==> config.mk <==
export PLATFORM = sky130hd
export DESIGN_NAME = lalign_unit
export DESIGN_NICKNAME = d
export VERILOG_FILES = /design/src/rtl/lalign_pkg.sv /design/src/rtl/lalign_rst_sync.sv /design/src/rtl/lalign_decode.sv /design/src/rtl/lalign_merge.sv /design/src/rtl/lalign_unit.sv
export SDC_FILE = /design/constraint.sdc
export NUM_CORES = 1
export LEC_CHECK = 0
export ABC_AREA = 1
export BUFFER_PORTS_ARGS = -buffer_cell sky130_fd_sc_hd__buf_2
export CAP_MARGIN = 20
export CORE_ASPECT_RATIO = 0.7
export CORE_MARGIN = 4
export CORE_UTILIZATION = 40
export CTS_BUF_LIST = sky130_fd_sc_hd__clkbuf_8
export CTS_CLUSTER_DIAMETER = 50
export CTS_CLUSTER_SIZE = 14
export DETAILED_ROUTE_END_ITERATION = 8
export GPL_TIMING_DRIVEN = 0
export PLACE_DENSITY_LB_ADDON = 0.08
export SETUP_SLACK_MARGIN = 0.2
export SLEW_MARGIN = 20
export SYNTH_ARGS = -nofsm -noshare
export SYNTH_HDL_FRONTEND = slang
export SYNTH_SLANG_ARGS = --single-unit
==> constraint.sdc <==
create_clock -name clk -period 2.3 [get_ports clk]
set_input_delay 0 -clock clk [delete_from_list [all_inputs] [get_ports clk]]
set_output_delay 0 -clock clk [all_outputs]
set_load 0.1 [all_outputs]
==> src/rtl/lalign_pkg.sv <==
package lalign_pkg;
  localparam int unsigned OPC_W = 4;
  localparam logic [OPC_W-1:0] OPC_HALF = 4'b0010;
  localparam logic [OPC_W-1:0] OPC_BYTE = 4'b0100;
endpackage

==> src/rtl/lalign_rst_sync.sv <==
module lalign_rst_sync #(
  parameter int unsigned STAGES = 2
) (
  input  logic clk,
  input  logic rst_n,
  output logic rst_q_n
);
  logic [STAGES-1:0] sync_q;

  always_ff @(posedge clk or negedge rst_n) begin
    if (!rst_n) sync_q <= '0;
    else        sync_q <= {sync_q[STAGES-2:0], 1'b1};
  end

  assign rst_q_n = sync_q[STAGES-1];
endmodule

==> src/rtl/lalign_decode.sv <==
module lalign_decode
  import lalign_pkg::*;
#(
  parameter int unsigned MAX_ELEMS = 2,
  localparam int unsigned CNT_W = $clog2(MAX_ELEMS + 1)
) (
  input  logic             ld_valid,
  input  logic [OPC_W-1:0] ld_op,
  output logic [CNT_W-1:0] n_elems
);
  // Number of element slots the window advances; zero means no load.
  always_comb begin
    n_elems = '0;
    if (ld_valid) begin
      unique case (ld_op)
        OPC_BYTE: n_elems = CNT_W'(1);
        OPC_HALF: n_elems = CNT_W'(2);
        default:  n_elems = '0;
      endcase
    end
  end
endmodule

==> src/rtl/lalign_merge.sv <==
module lalign_merge #(
  parameter int unsigned REG_W     = 64,
  parameter int unsigned ELEM_W    = 8,
  parameter int unsigned MAX_ELEMS = 2,
  localparam int unsigned DATA_W = ELEM_W * MAX_ELEMS,
  localparam int unsigned CNT_W  = $clog2(MAX_ELEMS + 1)
) (
  input  logic [REG_W-1:0]  old_q,
  input  logic [DATA_W-1:0] ld_data,
  input  logic [CNT_W-1:0]  n_elems,
  output logic [REG_W-1:0]  new_q
);
  logic [REG_W-1:0] cand [MAX_ELEMS+1];

  assign cand[0] = old_q;

  // One candidate per access width: drop k low elements, insert k new ones on top.
  for (genvar k = 1; k <= MAX_ELEMS; k++) begin : g_width
    assign cand[k] = {ld_data[k*ELEM_W-1:0], old_q[REG_W-1:k*ELEM_W]};
  end

  always_comb begin
    new_q = cand[0];
    for (int k = 1; k <= MAX_ELEMS; k++) begin
      if (n_elems == CNT_W'(k)) new_q = cand[k];
    end
  end
endmodule

==> src/rtl/lalign_unit.sv <==
module lalign_unit
  import lalign_pkg::*;
#(
  parameter int unsigned REG_W     = 64,
  parameter int unsigned ELEM_W    = 8,
  parameter int unsigned MAX_ELEMS = 2,
  localparam int unsigned DATA_W = ELEM_W * MAX_ELEMS,
  localparam int unsigned CNT_W  = $clog2(MAX_ELEMS + 1)
) (
  input  logic              clk,
  input  logic              rst_n,
  input  logic              ld_valid,
  input  logic [OPC_W-1:0]  ld_op,
  input  logic [DATA_W-1:0] ld_data,
  input  logic              init_we,
  input  logic [REG_W-1:0]  init_data,
  output logic [REG_W-1:0]  win_q
);
  logic             rst_q_n;
  logic [CNT_W-1:0] n_elems;
  logic [REG_W-1:0] merged;
  logic [REG_W-1:0] win_nxt;
  logic             win_en;

  lalign_rst_sync #(.STAGES(2)) rst_sync_i (
    .clk     (clk),
    .rst_n   (rst_n),
    .rst_q_n (rst_q_n)
  );

  lalign_decode #(.MAX_ELEMS(MAX_ELEMS)) decode_i (
    .ld_valid (ld_valid),
    .ld_op    (ld_op),
    .n_elems  (n_elems)
  );

  lalign_merge #(
    .REG_W     (REG_W),
    .ELEM_W    (ELEM_W),
    .MAX_ELEMS (MAX_ELEMS)
  ) merge_i (
    .old_q   (win_q),
    .ld_data (ld_data),
    .n_elems (n_elems),
    .new_q   (merged)
  );

  // Next-state: preset wins over a load.
  always_comb begin
    win_en  = init_we || (n_elems != '0);
    win_nxt = init_we ? init_data : merged;
  end

  always_ff @(posedge clk or negedge rst_q_n) begin
    if (!rst_q_n)    win_q <= '0;
    else if (win_en) win_q <= win_nxt;
  end


  byte_ins_chk: assert property (@(posedge clk) disable iff (!rst_q_n)
    (ld_valid && !init_we && ld_op == OPC_BYTE) |=>
      win_q == {$past(ld_data[ELEM_W-1:0]), $past(win_q[REG_W-1:ELEM_W])});

  if (MAX_ELEMS >= 2) begin : g_half_chk

    half_ins_chk: assert property (@(posedge clk) disable iff (!rst_q_n)
      (ld_valid && !init_we && ld_op == OPC_HALF) |=>
        win_q == {$past(ld_data[2*ELEM_W-1:0]), $past(win_q[REG_W-1:2*ELEM_W])});
  end


  bad_op_hold_chk: assert property (@(posedge clk) disable iff (!rst_q_n)
    (ld_valid && !init_we && ld_op != OPC_BYTE && ld_op != OPC_HALF) |=> $stable(win_q));


  idle_hold_chk: assert property (@(posedge clk) disable iff (!rst_q_n)
    (!ld_valid && !init_we) |=> $stable(win_q));


  init_prio_chk: assert property (@(posedge clk) disable iff (!rst_q_n)
    init_we |=> win_q == $past(init_data));
endmodule

==> results.ini <==
[status]
status = completed

[sta]
fin_skew_ns = 0.00716
whs_ns = 0.00918
rsz0062_at_grt = false
setup_viol = 0
hold_violations = 0
period_share_pct = 88.2
maxSlewViolCount = 0
fin_tns_setup_ns = 0
fmax_mhz = 493
finalCriticalPeriod_ns = 2.03

[place]
numPlacedInstances = 938
io_buffers = 151
dp_hpwl_um = 11800
post_dp_cell_area_um2 = 5250
gp_congestion = 0.943

[logic_synthesis]
synth_compound_area_share_pct = 7.82
yosysSeqAreaShare_pct = 38.4
syn_nets = 742
netlist_area_um2 = 4310
synth-seq-cells = 66
synth_area_leaders = dfrtp_1, nand2_1, nand4_1
syn_inst = 654
synth-adder-area-share_pct = 0
postSynthAreaPerCell_um2 = 6.58
synthMostInstantiatedCell = nand2_1
yosysUniqueCellTypes = 14
synth_common_cells = nand2_1, nor2_1, dfrtp_1
muxShareOfSynthArea_pct = 0
synth_top_family_by_area = simple AND/OR/NAND/NOR gates
synthFlopType = dfrtp_1
synth_top_cell_by_area = dfrtp_1
synth_edf_count = 0
synthArstFlopShare_pct = 100
synth_top_area_share_pct = 38.4
synth_xor_area_share_pct = 0
synth-warning-count = 0
synth-simple-area-share_pct = 45.5

[worst_setup_path]
r2r_end = win_q[47]
worstSetupEndpointType = flip-flop
crit_type = primary input to flip-flop
cp.arrival_ns = 2.27
crit_fanout = 10
timing.rr.start = win_q[63]
reg2reg_depth = 4
worstPathRequired_ns = 2.54
cp-start-kind = primary input
ff2ff_setup_slack_ns = 1.33

[clock_network]
cts.root.buffer_cell = clkbuf_8
clk_latency_ns = 0.35
ctsResizeCount = 0
clk_pin_slew_ns = 0.07
htree_levels = 3
clock_sinks = 66
cts_tree = built
cts_hold_buf = 37
clock_path_buffers = 2
cts_made_buffers = 9
post_cts_buffers = 0

[floorplan]
fp.dieArea_um2 = 12500
rows = 31
io_pins = 152
initial_utilization_pct = 41.3
fp.dieW_um = 132
die_h_um = 94.8
core_um2 = 10400

[global_route]
antenna_found_initial = 0
grt_usage_pct = 26.2
grt_overflow = 0
grtUsageMet3_pct = 6.34
grt_start_max_net_pins = 40
grt_util_met2_pct = 38.1
grt-busiest-layer = met1
grt_pass1_wl_um = 26200
met1_usage_pct = 38.9
grt_pass1_vias = 5039

[drt]
drt-initial-drc-count = 406
drc = 0
num_vias = 5268
routed_via_density = 5.33
routed_wl_um = 16200
wl_per_cell_um = 16.3
ant_nets = 0
drt-pass1-iter-count = 5

[layout]
fin_cells = 989
syn_to_final_growth_pct = 34.3
fin_area_um2 = 5780
finalNetCount = 942
n_antenna_cell = 0
drive_gt1_share_pct = 24.9
fillers = 1056

[min_path]
hold_start = init_data[18]
min_delay_path_depth = 5
worstHoldPathType = primary input to flip-flop
worstHoldEndpoint = win_q[18]

[run]
cap_violations = 0

[pwr]
power_w = 0.00442
p_leak_nw = 3.10
irDropWorstVdd_mv = 0.442
powerDensity_nw_per_um2 = 764

## metrics by stage
step	utilization [%]	setup slack [ns]
after floorplan	-	0.326
after global placement	50.1	-0.594
after detailed placement	50.3	0.879
after CTS	55.4	0.336
after global routing	55.4	0.204
final	55.4	0.272
## cells in the final DEF (no fill, tap or decap), drive strengths merged
cell type and n:
dlygate4sd3 37, nand2 261, inv 8, nand4 64, nand3 65, nor2 67, conb 1, buf 192
dfrtp 66, a21oi 65, clkbuf 31
## per-layer routing
| metal | part of all wire, % | vias up | wire, um |
|---|---|---|---|
| met1 | 50 | 2427 | 8000 |
| met4 | 1.3 | 0 | 212 |
| met3 | 8.4 | 23 | 1350 |
| li1 | - | 2578 | - |
| met5 | 0 | - | 0 |
| met2 | 41 | 240 | 6590 |
## final cells by class
cell class	count	area [um^2]	share of cell area [%]
multi-input cells	523	2300	39.8
flip-flops and latches	66	1660	28.6
repair buffers	189	1150	19.8
plain buffers	60	335	5.80
well taps	132	165	2.86
clock buffers	11	151	2.62
inverters	5	18.8	0.325
clock inverters	3	11.3	0.195
## critical path, cell delays in order
cell and delay [ns]:
dlygate4sd3_1 0.55, buf_2 0.15, inv_1 0.08, buf_2 0.24
clkbuf_1 0.40, nand3_1 0.14, nand2_1 0.10, dlygate4sd3_1 0.57
nand2_1 0.05
## report_power, final
| part | internal [W] | switching (W) | total, W |
|---|---|---|---|
| Sequential | 0.00131 | 0.000214 | 0.00153 |
| Clock | 0.000427 | 0.000442 | 0.000869 |
| Combinational | 0.000404 | 0.00162 | 0.00202 |
| Total | 0.00215 | 0.00227 | 0.00442 |
## cells by family (layout without fill, tap and decap cells)
group / Yosys count / after routing
simple gates: 457 / 457
other cells: 1 / 1
compound gates: 65 / 65
buf+inv: 65 / 268
flops: 66 / 66
## flip-flops by register name, summed over array words and instances, names as in the netlist
| register | cells |
|---|---|
| rst_sync_i.sync_q | 2 |
| win_q | 64 |
## worst max-delay path by stage
stage	startpoint	endpoint
after global routing	init_we	win_q[63]
after floorplan	rst_sync_i.sync_q[1]	win_q[0]
after detailed placement	ld_op[3]	win_q[33]
after CTS	init_we	win_q[63]
after global placement	rst_sync_i.sync_q[1]	win_q[58]
final	init_we	win_q[63]
Power figures use the tool's default switching activity.
